<file path="src/rtl/scan_tap_pkg.sv">
package scan_tap_pkg;

  localparam int IR_W = 3;

  localparam logic [IR_W-1:0] OP_EXTEST  = 3'b000;
  localparam logic [IR_W-1:0] OP_IDCODE  = 3'b001;
  localparam logic [IR_W-1:0] OP_SAMPLEZ = 3'b010;
  localparam logic [IR_W-1:0] OP_SAMPLE  = 3'b100;

  typedef enum logic [3:0] {
    ST_RESET, ST_IDLE,
    ST_SEL_DR, ST_CAP_DR, ST_SH_DR, ST_EX1_DR, ST_PAU_DR, ST_EX2_DR, ST_UPD_DR,
    ST_SEL_IR, ST_CAP_IR, ST_SH_IR, ST_EX1_IR, ST_PAU_IR, ST_EX2_IR, ST_UPD_IR
  } tapState_e;

  typedef struct packed {
    logic captureDr;
    logic shiftDr;
    logic updateDr;
    logic shiftIr;
    logic selBsr;
    logic selId;
  } tapStrobe_t;

endpackage

</file>
<file path="src/rtl/scan_tap_ctrl.sv">
module scan_tap_ctrl
  import scan_tap_pkg::*;
(
  input  logic            tck,
  input  logic            rstN,
  input  logic            tms,
  input  logic            tdi,
  output tapStrobe_t      strobe,
  output logic            irTdo,
  output logic [IR_W-1:0] irActive,
  output logic            forceHighZ,
  output tapState_e       tapState
);

  localparam logic [IR_W-1:0] IR_CAPTURE = {{(IR_W-1){1'b0}}, 1'b1};

  tapState_e       nextState;
  logic [IR_W-1:0] irShift;

  always_comb begin
    case (tapState)
      ST_RESET:  nextState = tms ? ST_RESET  : ST_IDLE;
      ST_IDLE:   nextState = tms ? ST_SEL_DR : ST_IDLE;
      ST_SEL_DR: nextState = tms ? ST_SEL_IR : ST_CAP_DR;
      ST_CAP_DR: nextState = tms ? ST_EX1_DR : ST_SH_DR;
      ST_SH_DR:  nextState = tms ? ST_EX1_DR : ST_SH_DR;
      ST_EX1_DR: nextState = tms ? ST_UPD_DR : ST_PAU_DR;
      ST_PAU_DR: nextState = tms ? ST_EX2_DR : ST_PAU_DR;
      ST_EX2_DR: nextState = tms ? ST_UPD_DR : ST_SH_DR;
      ST_UPD_DR: nextState = tms ? ST_SEL_DR : ST_IDLE;
      ST_SEL_IR: nextState = tms ? ST_RESET  : ST_CAP_IR;
      ST_CAP_IR: nextState = tms ? ST_EX1_IR : ST_SH_IR;
      ST_SH_IR:  nextState = tms ? ST_EX1_IR : ST_SH_IR;
      ST_EX1_IR: nextState = tms ? ST_UPD_IR : ST_PAU_IR;
      ST_PAU_IR: nextState = tms ? ST_EX2_IR : ST_PAU_IR;
      ST_EX2_IR: nextState = tms ? ST_UPD_IR : ST_SH_IR;
      ST_UPD_IR: nextState = tms ? ST_SEL_DR : ST_IDLE;
      default:   nextState = ST_RESET;
    endcase
  end

  always_ff @(posedge tck or negedge rstN) begin
    if (!rstN) tapState <= ST_RESET;
    else       tapState <= nextState;
  end

  always_ff @(posedge tck or negedge rstN) begin
    if (!rstN)                      irShift <= '0;
    else if (tapState == ST_CAP_IR) irShift <= IR_CAPTURE;
    else if (tapState == ST_SH_IR)  irShift <= {tdi, irShift[IR_W-1:1]};
  end

  always_ff @(posedge tck or negedge rstN) begin
    if (!rstN)                      irActive <= OP_IDCODE;
    else if (tapState == ST_RESET)  irActive <= OP_IDCODE;
    else if (tapState == ST_UPD_IR) irActive <= irShift;
  end

  assign irTdo = irShift[0];
  assign forceHighZ = (irActive == OP_SAMPLEZ);

  always_comb begin
    strobe.captureDr = (tapState == ST_CAP_DR);
    strobe.shiftDr   = (tapState == ST_SH_DR);
    strobe.updateDr  = (tapState == ST_UPD_DR);
    strobe.shiftIr   = (tapState == ST_SH_IR);
    strobe.selBsr    = (irActive == OP_EXTEST) || (irActive == OP_SAMPLEZ) ||
                       (irActive == OP_SAMPLE);
    strobe.selId     = (irActive == OP_IDCODE);
  end

endmodule

</file>
<file path="src/rtl/scan_tap_data.sv">
module scan_tap_data
  import scan_tap_pkg::*;
#(
  parameter int          BSR_LEN  = 107,
  parameter int          ID_LEN   = 32,
  parameter logic [31:0] ID_VALUE = 32'h0A5C_3069
) (
  input  logic               tck,
  input  logic               rstN,
  input  logic               tdi,
  input  tapStrobe_t         strobe,
  input  logic               irTdo,
  input  logic [BSR_LEN-1:0] captureVec,
  output logic               tdo,
  output logic               tdoEn,
  output logic [BSR_LEN-1:0] bsrUpdate
);

  localparam logic [ID_LEN-1:0] ID_CAPTURE = {ID_VALUE[ID_LEN-1:1], 1'b1};

  logic               bypassBit;
  logic [ID_LEN-1:0]  idShift;
  logic [BSR_LEN-1:0] bsrShift;
  logic               selBypass;
  logic               serialBit;

  assign selBypass = !strobe.selBsr && !strobe.selId;

  always_ff @(posedge tck or negedge rstN) begin
    if (!rstN)                               bypassBit <= 1'b0;
    else if (strobe.captureDr && selBypass)  bypassBit <= 1'b0;
    else if (strobe.shiftDr && selBypass)    bypassBit <= tdi;
  end

  always_ff @(posedge tck or negedge rstN) begin
    if (!rstN)                                idShift <= ID_CAPTURE;
    else if (strobe.captureDr && strobe.selId) idShift <= ID_CAPTURE;
    else if (strobe.shiftDr && strobe.selId)   idShift <= {tdi, idShift[ID_LEN-1:1]};
  end

  always_ff @(posedge tck or negedge rstN) begin
    if (!rstN)                                  bsrShift <= '0;
    else if (strobe.captureDr && strobe.selBsr) bsrShift <= captureVec;
    else if (strobe.shiftDr && strobe.selBsr)   bsrShift <= {tdi, bsrShift[BSR_LEN-1:1]};
  end

  always_ff @(posedge tck or negedge rstN) begin
    if (!rstN)                                 bsrUpdate <= '0;
    else if (strobe.updateDr && strobe.selBsr) bsrUpdate <= bsrShift;
  end

  always_comb begin
    if (strobe.shiftIr)     serialBit = irTdo;
    else if (strobe.selBsr) serialBit = bsrShift[0];
    else if (strobe.selId)  serialBit = idShift[0];
    else                    serialBit = bypassBit;
  end

  always_ff @(negedge tck or negedge rstN) begin
    if (!rstN) begin
      tdo   <= 1'b0;
      tdoEn <= 1'b0;
    end else begin
      tdo   <= serialBit;
      tdoEn <= strobe.shiftIr || strobe.shiftDr;
    end
  end

endmodule

</file>
<file path="src/rtl/scan_test_port.sv">
module scan_test_port
  import scan_tap_pkg::*;
#(
  parameter int          BSR_LEN  = 107,
  parameter int          ID_LEN   = 32,
  parameter logic [31:0] ID_VALUE = 32'h0A5C_3069
) (
  input  logic               powerOnRstN,
  input  logic               tck,
  input  logic               tms,
  input  logic               tdi,
  input  logic [BSR_LEN-1:0] captureVec,
  output logic               tdo,
  output logic               tdoEn,
  output logic               forceHighZ,
  output logic [BSR_LEN-1:0] bsrUpdate
);

  tapStrobe_t      strobe;
  logic            irTdo;
  logic [IR_W-1:0] irActive;
  tapState_e       tapState;

  scan_tap_ctrl u_ctrl (
    .tck        (tck),
    .rstN       (powerOnRstN),
    .tms        (tms),
    .tdi        (tdi),
    .strobe     (strobe),
    .irTdo      (irTdo),
    .irActive   (irActive),
    .forceHighZ (forceHighZ),
    .tapState   (tapState)
  );

  scan_tap_data #(
    .BSR_LEN  (BSR_LEN),
    .ID_LEN   (ID_LEN),
    .ID_VALUE (ID_VALUE)
  ) u_data (
    .tck        (tck),
    .rstN       (powerOnRstN),
    .tdi        (tdi),
    .strobe     (strobe),
    .irTdo      (irTdo),
    .captureVec (captureVec),
    .tdo        (tdo),
    .tdoEn      (tdoEn),
    .bsrUpdate  (bsrUpdate)
  );

endmodule

</file>
<file path="config.mk">
export PLATFORM = sky130hd
export DESIGN_NAME = scan_test_port
export DESIGN_NICKNAME = d
export VERILOG_FILES = /design/src/rtl/scan_tap_pkg.sv /design/src/rtl/scan_tap_ctrl.sv /design/src/rtl/scan_tap_data.sv /design/src/rtl/scan_test_port.sv
export SDC_FILE = /design/constraint.sdc
export NUM_CORES = 1
export LEC_CHECK = 0
export BUFFER_PORTS_ARGS = -buffer_cell sky130_fd_sc_hd__buf_2
export CAP_MARGIN = 10
export CORE_MARGIN = 2
export CORE_UTILIZATION = 50
export DETAILED_ROUTE_END_ITERATION = 7
export GPL_ROUTABILITY_DRIVEN = 0
export PLACE_DENSITY = 0.76
export SYNTH_ARGS = -nofsm -noshare
export SYNTH_HDL_FRONTEND = slang
export SYNTH_SLANG_ARGS = --single-unit
</file>
<file path="constraint.sdc">
create_clock -name tck -period 2.2 [get_ports tck]
set_input_delay 0.33 -clock tck [delete_from_list [all_inputs] [get_ports tck]]
set_output_delay 0.33 -clock tck [all_outputs]
set_load 0.05 [all_outputs]
</file>
== Word level (Yosys, flattened, before mapping) ==
Cells that the tools add are included.
Storage, ports and cells
  register bits: 259
  output and inout bits: 110
  word-level logic and storage cells: 76
Cells by class
  eq/ne operators: 18
  mux-type cells: 26
  reduce and logical (&&, ||, !) cells: 23
Operators with widths (number)
  $mux 107: 2
  $mux 32: 2
  $pmux 4 s12: 1
  $eq 4x4->1 const B: 8
  $mux 3: 6
  $eq 4x3->1 const B: 4
  $mux 4: 4
  $reduce_bool 2->1: 5
  $eq 4x2->1 const B: 2
  $logic_and 1x1->1: 8
  $mux 1: 8
  $mux 2: 3
  $eq 4x1->1 const B: 1
  $logic_not 4->1: 1
  $reduce_or 2->1: 2
  $eq 3x1->1 const B: 1
  $eq 3x2->1 const B: 1
  $eq 3x3->1 const B: 1
  $logic_not 3->1: 1
  $logic_or 1x1->1: 3
  $reduce_or 3->1: 1
  $logic_not 1->1: 2

== Longest topological paths before layout ==
Gate-level depths: netlist of run 1.
  word-level depth: 8
  gate-level depth with buffers: 8
  mapped depth without buffers: 3

== Cells and area by module ==
From an unflattened synthesis of run 1, not the netlist that was laid out.
Second synthesis, totals
  cells, all modules: 943
  area total of the unflattened synthesis: 11039.3 um2
By module, submodules not included
  scan_tap_data: times used 1, cells an instance 867, area each 10352.4 um2, sequential area each 6246.0 um2
  scan_tap_ctrl: times used 1, cells an instance 76, area each 686.9 um2, sequential area each 251.5 um2

==> impl_metrics.ini, run 1 <==
[critical_path]
crit_path_start_kind = flop
critical_path.top_delay_family = flip-flops
crit_type = flop to primary output
path_max_fanout = 1
crit_required_ns = 1.87
end_kind = primary output
crit_chain = buf_6
critical_path.max_stage_delay_ns = 0.41
worst-path-buf-inv = 1
cp.arrival_ns = 2.20
slowest_stage = dfrtn_1

[synth]
synth_seq_cells = 259
synth-compound-area-share_pct = 1.710
yosysWarnings = 0
ys_seq_area_share_pct = 57.31
synth.avg_cell_area_um2 = 14.52
synth-edff-count = 0
synthCells = 781
synth-simple-area-share_pct = 2.814
muxShareOfSynthArea_pct = 35.07
synth.net_count = 892
syn_area_um2 = 11340
synth_ff_type = dfrtp_1
synthAdderAreaFrac_pct = 0.08828
synth.distinct_cells = 43
post_synth_xor_area_fraction_pct = 0.07725
synth_top_family_by_area = multiplexers
synthArstFlopShare_pct = 100.0

[detailed_routing]
viasPerCell = 5.222
wirelength_um = 22890
m1WireLength_um = 9983
met3WireLength_um = 1717
post-route-drc-count = 0
drtPass1Iterations = 4
initialDrtViolationCount = 300
top_layer = met4
post_drt_wl_per_cell_um = 17.27
met2_length_um = 10550
antenna_left = 0
vias = 6919

[grt]
antenna_found_initial = 3
grt_max_degree = 83
grt_usage_pct = 19.29
grt-ovfl-total = 0
grt_pass1_vias = 7271
grt_pass1_wl_um = 37540

[sta]
hold_slack_ns = 0.08949
rsz0062_at_grt = yes
drv_slew = 0
worstMarginPinSlew_ns = 0.7465
maxSlewHeadroom_pct = 50.24
hold_viol_final = 0
setup_slack_ns = -0.3293
fin_skew_ns = 0.01672
finalSetupViolCount = 2

[power]
power_leakage_nw = 7.420
ir_worst_vdd_uv = 684.7
powerDensity_nw_per_um2 = 1151

[cells_and_area]
drive_gt1_share_pct = 62.10
num-nets-final = 1126
final_area_um2 = 13980
fin_cells = 1325
final_cell_mix = mux2_2, dfrtp_1, buf_2, clkbuf_16, nand2_1
syn_to_final_growth_pct = 23.34
mostFrequentLayoutCell = mux2_2
nFillCells = 1718

[floorplan]
core_area_um2 = 22430
die_area_um2 = 23900
die_y_um = 154.6
initial_core_util_pct = 50.54
rows = 55
fp.dieW_um = 154.6
pin_count = 221

[run_status]
failed_checks = setup timing
status = finished with violations

[clocking]
clock-sinks = 259
clockBufferDepth = 3
clk_latency_ns = 0.54
clkTransAtPathRegs_ns = 0.06
cts_tree = built
cts_made_buffers = 28
cts_setup_buffers = 0
clockRootBuffer = clkbuf_16
cts_max_level = 1

[placed_design]
dp_hpwl_um = 15410
dpl_cell_area_um2 = 13050
dp_slack_ns = 0.02336
placed_cells = 1269
portBuffers = 220

[worst_hold_path]
hold_class = primary input to flop

[job]
max_cap_viol_count = 0
[registers in the layout (all words and copies together) (netlist names)]
| name | cells |
|---|---|
| u_ctrl.irActive | 3 |
| u_ctrl.irShift | 3 |
| u_ctrl.tapState | 4 |
| u_data.bsrShift | 107 |
| u_data.bsrUpdate | 107 |
| u_data.bypassBit | 1 |
| u_data.idShift | 32 |
| u_data.tdo | 1 |
| u_data.tdoEn | 1 |
[power breakdown]
part	switching [mW]	internal [mW]
clock network	1.85	2.66
logic	2.48	2.55
registers	0.677	5.89
[cell type report]
cell class | count | area, um^2 | share of cell area (%)
diodes | 3 | 7.507 | 0.05368
clock buffers | 47 | 862.1 | 6.164
clock inverters | 5 | 38.79 | 0.2774
inverters | 19 | 71.32 | 0.5100
multi-input cells | 450 | 4543 | 32.49
flip-flops and latches | 259 | 6497 | 46.46
well taps | 285 | 356.6 | 2.550
repair buffers | 257 | 1608 | 11.50
[final timing paths]
kind / start / endpoint / slack, ns / cells past startpoint
max in group asynchronous: powerOnRstN / u_data.tdo / 0.76 / 2
min in group asynchronous: powerOnRstN / u_data.bsrUpdate[18] / 0.21 / 2
worst min-delay path: tdi / u_ctrl.irShift[2] / 0.09 / 3
worst max-delay path: u_data.tdoEn / tdoEn / -0.33 / 1
worst min register to register: u_data.idShift[27] / u_data.idShift[27] / 0.48 / 2
worst max register to register: u_ctrl.irActive[0] / u_data.tdo / 0.01 / 3
[cell families (layout without fill, tap and decap cells)]
logic type                 count (synthesis)  after routing
AOI/OAI and AO/OA                         27             27
xor gates and xnor gates                   1              1
adders and majority gates                  1              1
buffers and inverters                     72            328
DFF                                      259            259
muxes                                    355            355
other                                      0              3
and+or+nand+nor                           66             66
[repair_timing]
item                                   CTS  global route
pin swaps                                0             1
setup endpoints to repair                2             6
endpoints found under the hold margin   76             0
hold buffers                             1             0
resized for setup                        4             1
[Yosys cell counts, drive strengths merged, types with 2 or more instances]
cell type  count  area (um^2)
o22ai          4        25.02
clkbuf        15        56.30
nor2          22        82.58
buf           38        205.2
nand3          2        10.01
o21ai          4        20.02
nand2         25        93.84
and3           2        12.51
a211oi         3        22.52
dfrtp        244         6106
a211o          2        17.52
a21boi         2        15.02
dfrtn          2        50.05
inv           19        71.32
mux2i         17        170.2
mux2         338         3806
a31oi          2        12.51
nor3b          2        15.01
a21oi          6        30.03
dfstp         13        341.6
nand2b         2        12.51
[stage by stage]
step | TNS, ns | util (%) | total power, mW
after floorplan | -0.05053 | - | 10.33
after global placement | 0 | 58.17 | 11.52
after detailed placement | 0 | 58.17 | 11.67
after CTS | -0.7025 | 62.29 | 16.26
after global routing | -0.7591 | 62.33 | 16.98
final | -0.6498 | 62.34 | 16.10
[layer usage]
metal  track usage (%)  up-vias
met5                 0        -
met4             6.217        0
met3             6.080       48
met2             30.82      188
met1             25.26     3442
li1                  -     3241
No activity file was read; power rests on OpenSTA's default activity.
==> run 2, diff against run 1 <==
--- a/config.mk
+++ b/config.mk
@@ -11,6 +11,7 @@
 export CORE_UTILIZATION = 50
 export DETAILED_ROUTE_END_ITERATION = 7
 export GPL_ROUTABILITY_DRIVEN = 0
+export MAX_ROUTING_LAYER = met4
 export PLACE_DENSITY = 0.76
 export SYNTH_ARGS = -nofsm -noshare
 export SYNTH_HDL_FRONTEND = slang
==> impl_metrics.ini, run 2 (synthesized netlist as in run 1, its figures left out) <==
[job]
max_cap_viol_count = 0

[placed_design]
dp_slack_ns = 0.02336
dpl_cell_area_um2 = 13050
portBuffers = 220
dp_hpwl_um = 15410

[floorplan]
initial_core_util_pct = 50.54
rows = 55
die_y_um = 154.6
die_area_um2 = 23900
fp.dieW_um = 154.6
pin_count = 221
core_area_um2 = 22430

[critical_path]
cp.arrival_ns = 2.20
crit_type = flop to primary output
end_kind = primary output
crit_path_start_kind = flop
crit_chain = buf_6
critical_path.top_delay_family = flip-flops
crit_required_ns = 1.87
critical_path.max_stage_delay_ns = 0.41
worst-path-buf-inv = 1
path_max_fanout = 1
slowest_stage = dfrtn_1

[detailed_routing]
post_drt_wl_per_cell_um = 17.31
drtPass1Iterations = 4
viasPerCell = 5.260
vias = 6969
post-route-drc-count = 0
wirelength_um = 22940
antenna_left = 0
initialDrtViolationCount = 284

[worst_hold_path]
hold_class = primary input to flop

[grt]
grt_pass1_wl_um = 37490
antenna_found_initial = 3
grt-ovfl-total = 0
grt_usage_pct = 19.89
grt_max_degree = 83
grt_pass1_vias = 7289

[cells_and_area]
drive_gt1_share_pct = 62.10
mostFrequentLayoutCell = mux2_2
final_area_um2 = 13980
final_cell_mix = mux2_2, dfrtp_1, buf_2, clkbuf_16, nand2_1
nFillCells = 1718
top_regs = u_data.bsrShift x107, u_data.bsrUpdate x107, u_data.idShift x32
final-seq-area_um2 = 6497
num-nets-final = 1126
syn_to_final_growth_pct = 23.34
multiInputGateArea_um2 = 4543

[clocking]
cts_max_level = 1
cts_made_buffers = 28
clockBufferDepth = 3
clkTransAtPathRegs_ns = 0.06
cts_setup_buffers = 0
cts_tree = built
clock-sinks = 259
clk_latency_ns = 0.54
clockRootBuffer = clkbuf_16

[sta]
maxSlewHeadroom_pct = 50.05
setup_slack_ns = -0.3297
drv_slew = 0
fin_skew_ns = 0.01602
worstMarginPinSlew_ns = 0.7492
finalSetupViolCount = 2
hold_viol_final = 0
rsz0062_at_grt = yes

[power]
swShare_pct = 31.07
seq_power_share_pct = 40.8
power_leakage_nw = 7.420
power_switching_mw = 5.002
intPower_mw = 11.10
ir_worst_vdd_uv = 683.3
pwr-share-comb_pct = 31.3
clkPwrFrac_pct = 27.9
powerDensity_nw_per_um2 = 1151

[run_status]
failed_checks = setup timing
status = finished with violations
==> run 2: cell counts in the layout (fill, tap and decap cells not counted) <==
No cell type changed its count.
==> run 2: path summary, 6_finish.rpt <==
path,cells past startpoint,endpoint,startpoint,slack (ns)
worst max-delay path,1,tdoEn,u_data.tdoEn,-0.33
worst min-delay path,3,u_ctrl.irShift[2],tdi,0.09
worst max register to register,3,u_data.tdo,u_ctrl.irActive[0],0.01
worst min register to register,2,u_data.idShift[5],u_data.idShift[5],0.48
max in group asynchronous,2,u_data.tdo,powerOnRstN,0.76
min in group asynchronous,2,u_data.bsrShift[20],powerOnRstN,0.22
==> run 2: area by class of cell <==
type	count	area share, %
Antenna cell	3	0.05368
Clock buffer	47	6.164
Clock inverter	5	0.2774
Inverter	19	0.5100
Multi-Input combinational cell	450	32.49
Sequential cell	259	46.46
Tap cell	285	2.550
Timing Repair Buffer	257	11.50
==> run 2: power by group through the flow <==
stage / clock (mW) / sequential, mW / combinational (mW)
floorplan: 0 / 7.09 / 3.24
detailed placement: 0 / 6.64 / 5.03
global placement: 0 / 6.59 / 4.93
CTS: 4.61 / 6.57 / 5.08
global route: 4.82 / 6.72 / 5.44
finish: 4.50 / 6.57 / 5.03
==> run 2: timing repair <==
| item | CTS | global route |
|---|---|---|
| pin swaps | 0 | 1 |
| resized for setup | 4 | 1 |
| hold buffers | 1 | 0 |
| hold endpoints to repair | 76 | 0 |
| endpoints found under the setup margin | 2 | 6 |
| gates cloned | 0 | 0 |
==> run 2: per-stage QoR <==
| step | std cells | hold slack [ns] | power, mW | TNS, ns | utilization [%] |
|---|---|---|---|---|---|
| after floorplan | 781 | 0.03441 | 10.33 | -0.05053 | - |
| after CTS | 1322 | 0.08082 | 16.26 | -0.7025 | 62.29 |
| after global placement | 1269 | 0.1851 | 11.52 | 0 | 58.17 |
| after global routing | 1325 | 0.1138 | 16.98 | -0.7590 | 62.34 |
| final | 1325 | 0.08686 | 16.10 | -0.6512 | 62.34 |
| after detailed placement | 1269 | 0.1843 | 11.67 | 0 | 58.17 |
==> run 2: metal layers <==
layer  wire length [um]  global-route usage, %  part of all wire [%]
met5                  0                      -                     0
met4                627                  6.217                   2.7
met3               1483                  5.099                   6.5
met2              10650                  30.87                    46
met1              10180                  25.92                    44
==> run 3, diff against run 2 <==
--- a/config.mk
+++ b/config.mk
@@ -5,6 +5,7 @@
 export SDC_FILE = /design/constraint.sdc
 export NUM_CORES = 1
 export LEC_CHECK = 0
+export ABC_AREA = 1
 export BUFFER_PORTS_ARGS = -buffer_cell sky130_fd_sc_hd__buf_2
 export CAP_MARGIN = 10
 export CORE_MARGIN = 2
==> impl_metrics.ini, run 3 <==
[run_status]
status = finished with violations
failed_checks = setup timing

[detailed_routing]
post_drt_wl_per_cell_um = 14.19
initialDrtViolationCount = 669
wirelength_um = 26990
viasPerCell = 4.969
antenna_left = 0
drtPass1Iterations = 5
post-route-drc-count = 0
vias = 9451

[cells_and_area]
final_cell_mix = nand2_1, dfrtp_1, buf_2, o21ai_0, inv_1
final_area_um2 = 13980
syn_to_final_growth_pct = 21.40
num-nets-final = 1708
mostFrequentLayoutCell = nand2_1
drive_gt1_share_pct = 23.89
nFillCells = 1953
top_regs = u_data.bsrShift x107, u_data.bsrUpdate x107, u_data.idShift x32

[synth]
muxShareOfSynthArea_pct = 0
synth_top_area_cell = dfrtp_1
yosys.area.top_type_share_pct = 53.01
synth_top_family_by_area = simple AND/OR/NAND/NOR gates
synth-compound-area-share_pct = 6.735
synth.avg_cell_area_um2 = 8.263
synth-simple-area-share_pct = 29.33
synth_ff_type = dfrtp_1
synth_seq_cells = 259
synthAdderAreaFrac_pct = 0
post_synth_xor_area_fraction_pct = 0
synth-edff-count = 0
syn_area_um2 = 11520
synthArstFlopShare_pct = 100.0
synth.most_common_cell = nand2_1
yosysWarnings = 0
ys_top_cells_by_area = dfrtp_1, nand2_1, o21ai_0
ys_seq_area_share_pct = 56.41
synthCells = 1394
synth.net_count = 1505
synth_common_cells = nand2_1, dfrtp_1, o21ai_0
synth.distinct_cells = 30

[critical_path]
path_max_fanout = 1
cp.arrival_ns = 2.21
slowest_stage = dfrtn_1
r2r_setup_slack_ns = 0.04
worstReg2RegEnd = u_data.tdo
end_kind = primary output
rr_worst_depth = 5
critical_path.top_delay_family = flip-flops
crit_chain = buf_6
crit_path_start_kind = flop
worst-path-buf-inv = 1
critical_path.max_stage_delay_ns = 0.41
rr_startpoint = u_ctrl.irActive[0]
crit_type = flop to primary output
crit_required_ns = 1.87

[clocking]
clockRootBuffer = clkbuf_16
clockBufferDepth = 3
clkTransAtPathRegs_ns = 0.06
clock-sinks = 259
cts_made_buffers = 28
clk_latency_ns = 0.55
cts_max_level = 1
cts_tree = built

[power]
power_leakage_nw = 7.678
swShare_pct = 44.20
ir_worst_vdd_uv = 890.9
seq_power_share_pct = 36.5
powerDensity_nw_per_um2 = 1626
clkPwrFrac_pct = 21.2
intPower_mw = 12.69
power_switching_mw = 10.05
pwr-share-comb_pct = 42.3

[grt]
grt_usage_pct = 22.98
grt-ovfl-total = 0
antenna_found_initial = 1
grt_pass1_vias = 9069
grt_pass1_wl_um = 44660
grt_max_degree = 130

[floorplan]
die_area_um2 = 24270
fp.dieW_um = 155.8
rows = 55
die_y_um = 155.8
pin_count = 221
core_area_um2 = 22640
initial_core_util_pct = 50.88

[sta]
fin_skew_ns = 0.02452
setup_slack_ns = -0.3400
hold_slack_ns = 0.08225
hold_viol_final = 0
rsz0062_at_grt = yes
worstMarginPinSlew_ns = 0.8087
maxSlewHeadroom_pct = 46.09
drv_slew = 0
finalSetupViolCount = 2

[worst_hold_path]
hold_class = primary input to flop
hold_end = u_data.bypassBit
holdPathStages = 3
hold_path.startpoint = tdi

[job]
max_cap_viol_count = 0

[placed_design]
dpl_cell_area_um2 = 12970
dp_hpwl_um = 17080
portBuffers = 220
[run 3: changes by cell type after synthesis, sizes merged, moves of 9 or more]
cell	previous run	this run
mux2i	17	0
buf	38	47
nand2	25	523
inv	19	126
clkbuf	15	31
nand3	2	118
mux2	338	0
o21ai	4	142
or2	0	107
[run 3: layout make-up]
class                           instances  area, um^2  area share, %
Inverter                              126       474.2          3.391
Clock buffer                           41       860.8          6.156
Antenna cell                            1       2.502        0.01790
Sequential cell                       259        6497          46.47
Timing Repair Buffer                  251        1500          10.73
Clock inverter                          8       97.59         0.6979
Tap cell                              285       356.6          2.550
Multi-Input combinational cell        931        4194          29.99
[run 3: how the worst max path moves through the flow]
stage / startpoint / endpoint / slack (ns) / cells after the start
floorplan: u_ctrl.tapState[2] / u_data.tdo / -0.009 / 8
global placement: u_ctrl.tapState[2] / u_data.tdo / 0.05 / 8
detailed placement: u_ctrl.tapState[2] / u_data.tdo / 0.06 / 8
CTS: u_data.tdoEn / tdoEn / -0.36 / 1
global route: u_data.tdo / tdo / -0.37 / 1
finish: u_data.tdoEn / tdoEn / -0.34 / 1
[run 3: stage by stage]
| step | instances | utilization [%] | TNS, ns | setup slack (ns) | total power [mW] |
|---|---|---|---|---|---|
| final | 1902 | 61.76 | -0.6641 | -0.3400 | 22.74 |
| after global routing | 1902 | 61.76 | -0.7588 | -0.3718 | 24.38 |
| after CTS | 1899 | 61.64 | -0.6958 | -0.3551 | 22.90 |
| after detailed placement | 1849 | 57.30 | 0 | 0.06364 | 17.92 |
| after global placement | 1849 | 57.30 | 0 | 0.04971 | 17.67 |
| after floorplan | 1394 | - | -0.008863 | -0.008863 | 15.43 |
[run 3: power groups by stage]
stage / registers (mW) / clock network [mW] / logic [mW]
after floorplan: 11.6 / 0 / 3.88
after global placement: 8.27 / 0 / 9.40
after detailed placement: 8.31 / 0 / 9.61
after CTS: 8.29 / 4.93 / 9.69
after global routing: 8.57 / 5.14 / 10.7
final: 8.30 / 4.83 / 9.61
[run 3: cell families (layout without fill, tap and decap cells)]
logic type,after synthesis,in the layout
simple gates,779,779
buf+inv,204,426
compound gates,152,152
other cells,0,1
flops,259,259
[run 3: repair_timing]
item | CTS | global route
endpoints found under the hold margin | 212 | 0
setup buffers | 0 | 2
resized for setup | 4 | 3
endpoints found under the setup margin | 2 | 3
pin swaps | 0 | 1
hold buffers | 1 | 0
[run 3: per-layer routing]
metal  GRT usage, %  share of wire, %  vias up
met5              -                 0        -
met4          5.330               1.6        0
met1          30.93                45     4417
li1               -                 -     4717
met2          36.60                46      279
met3          4.306               7.1       38
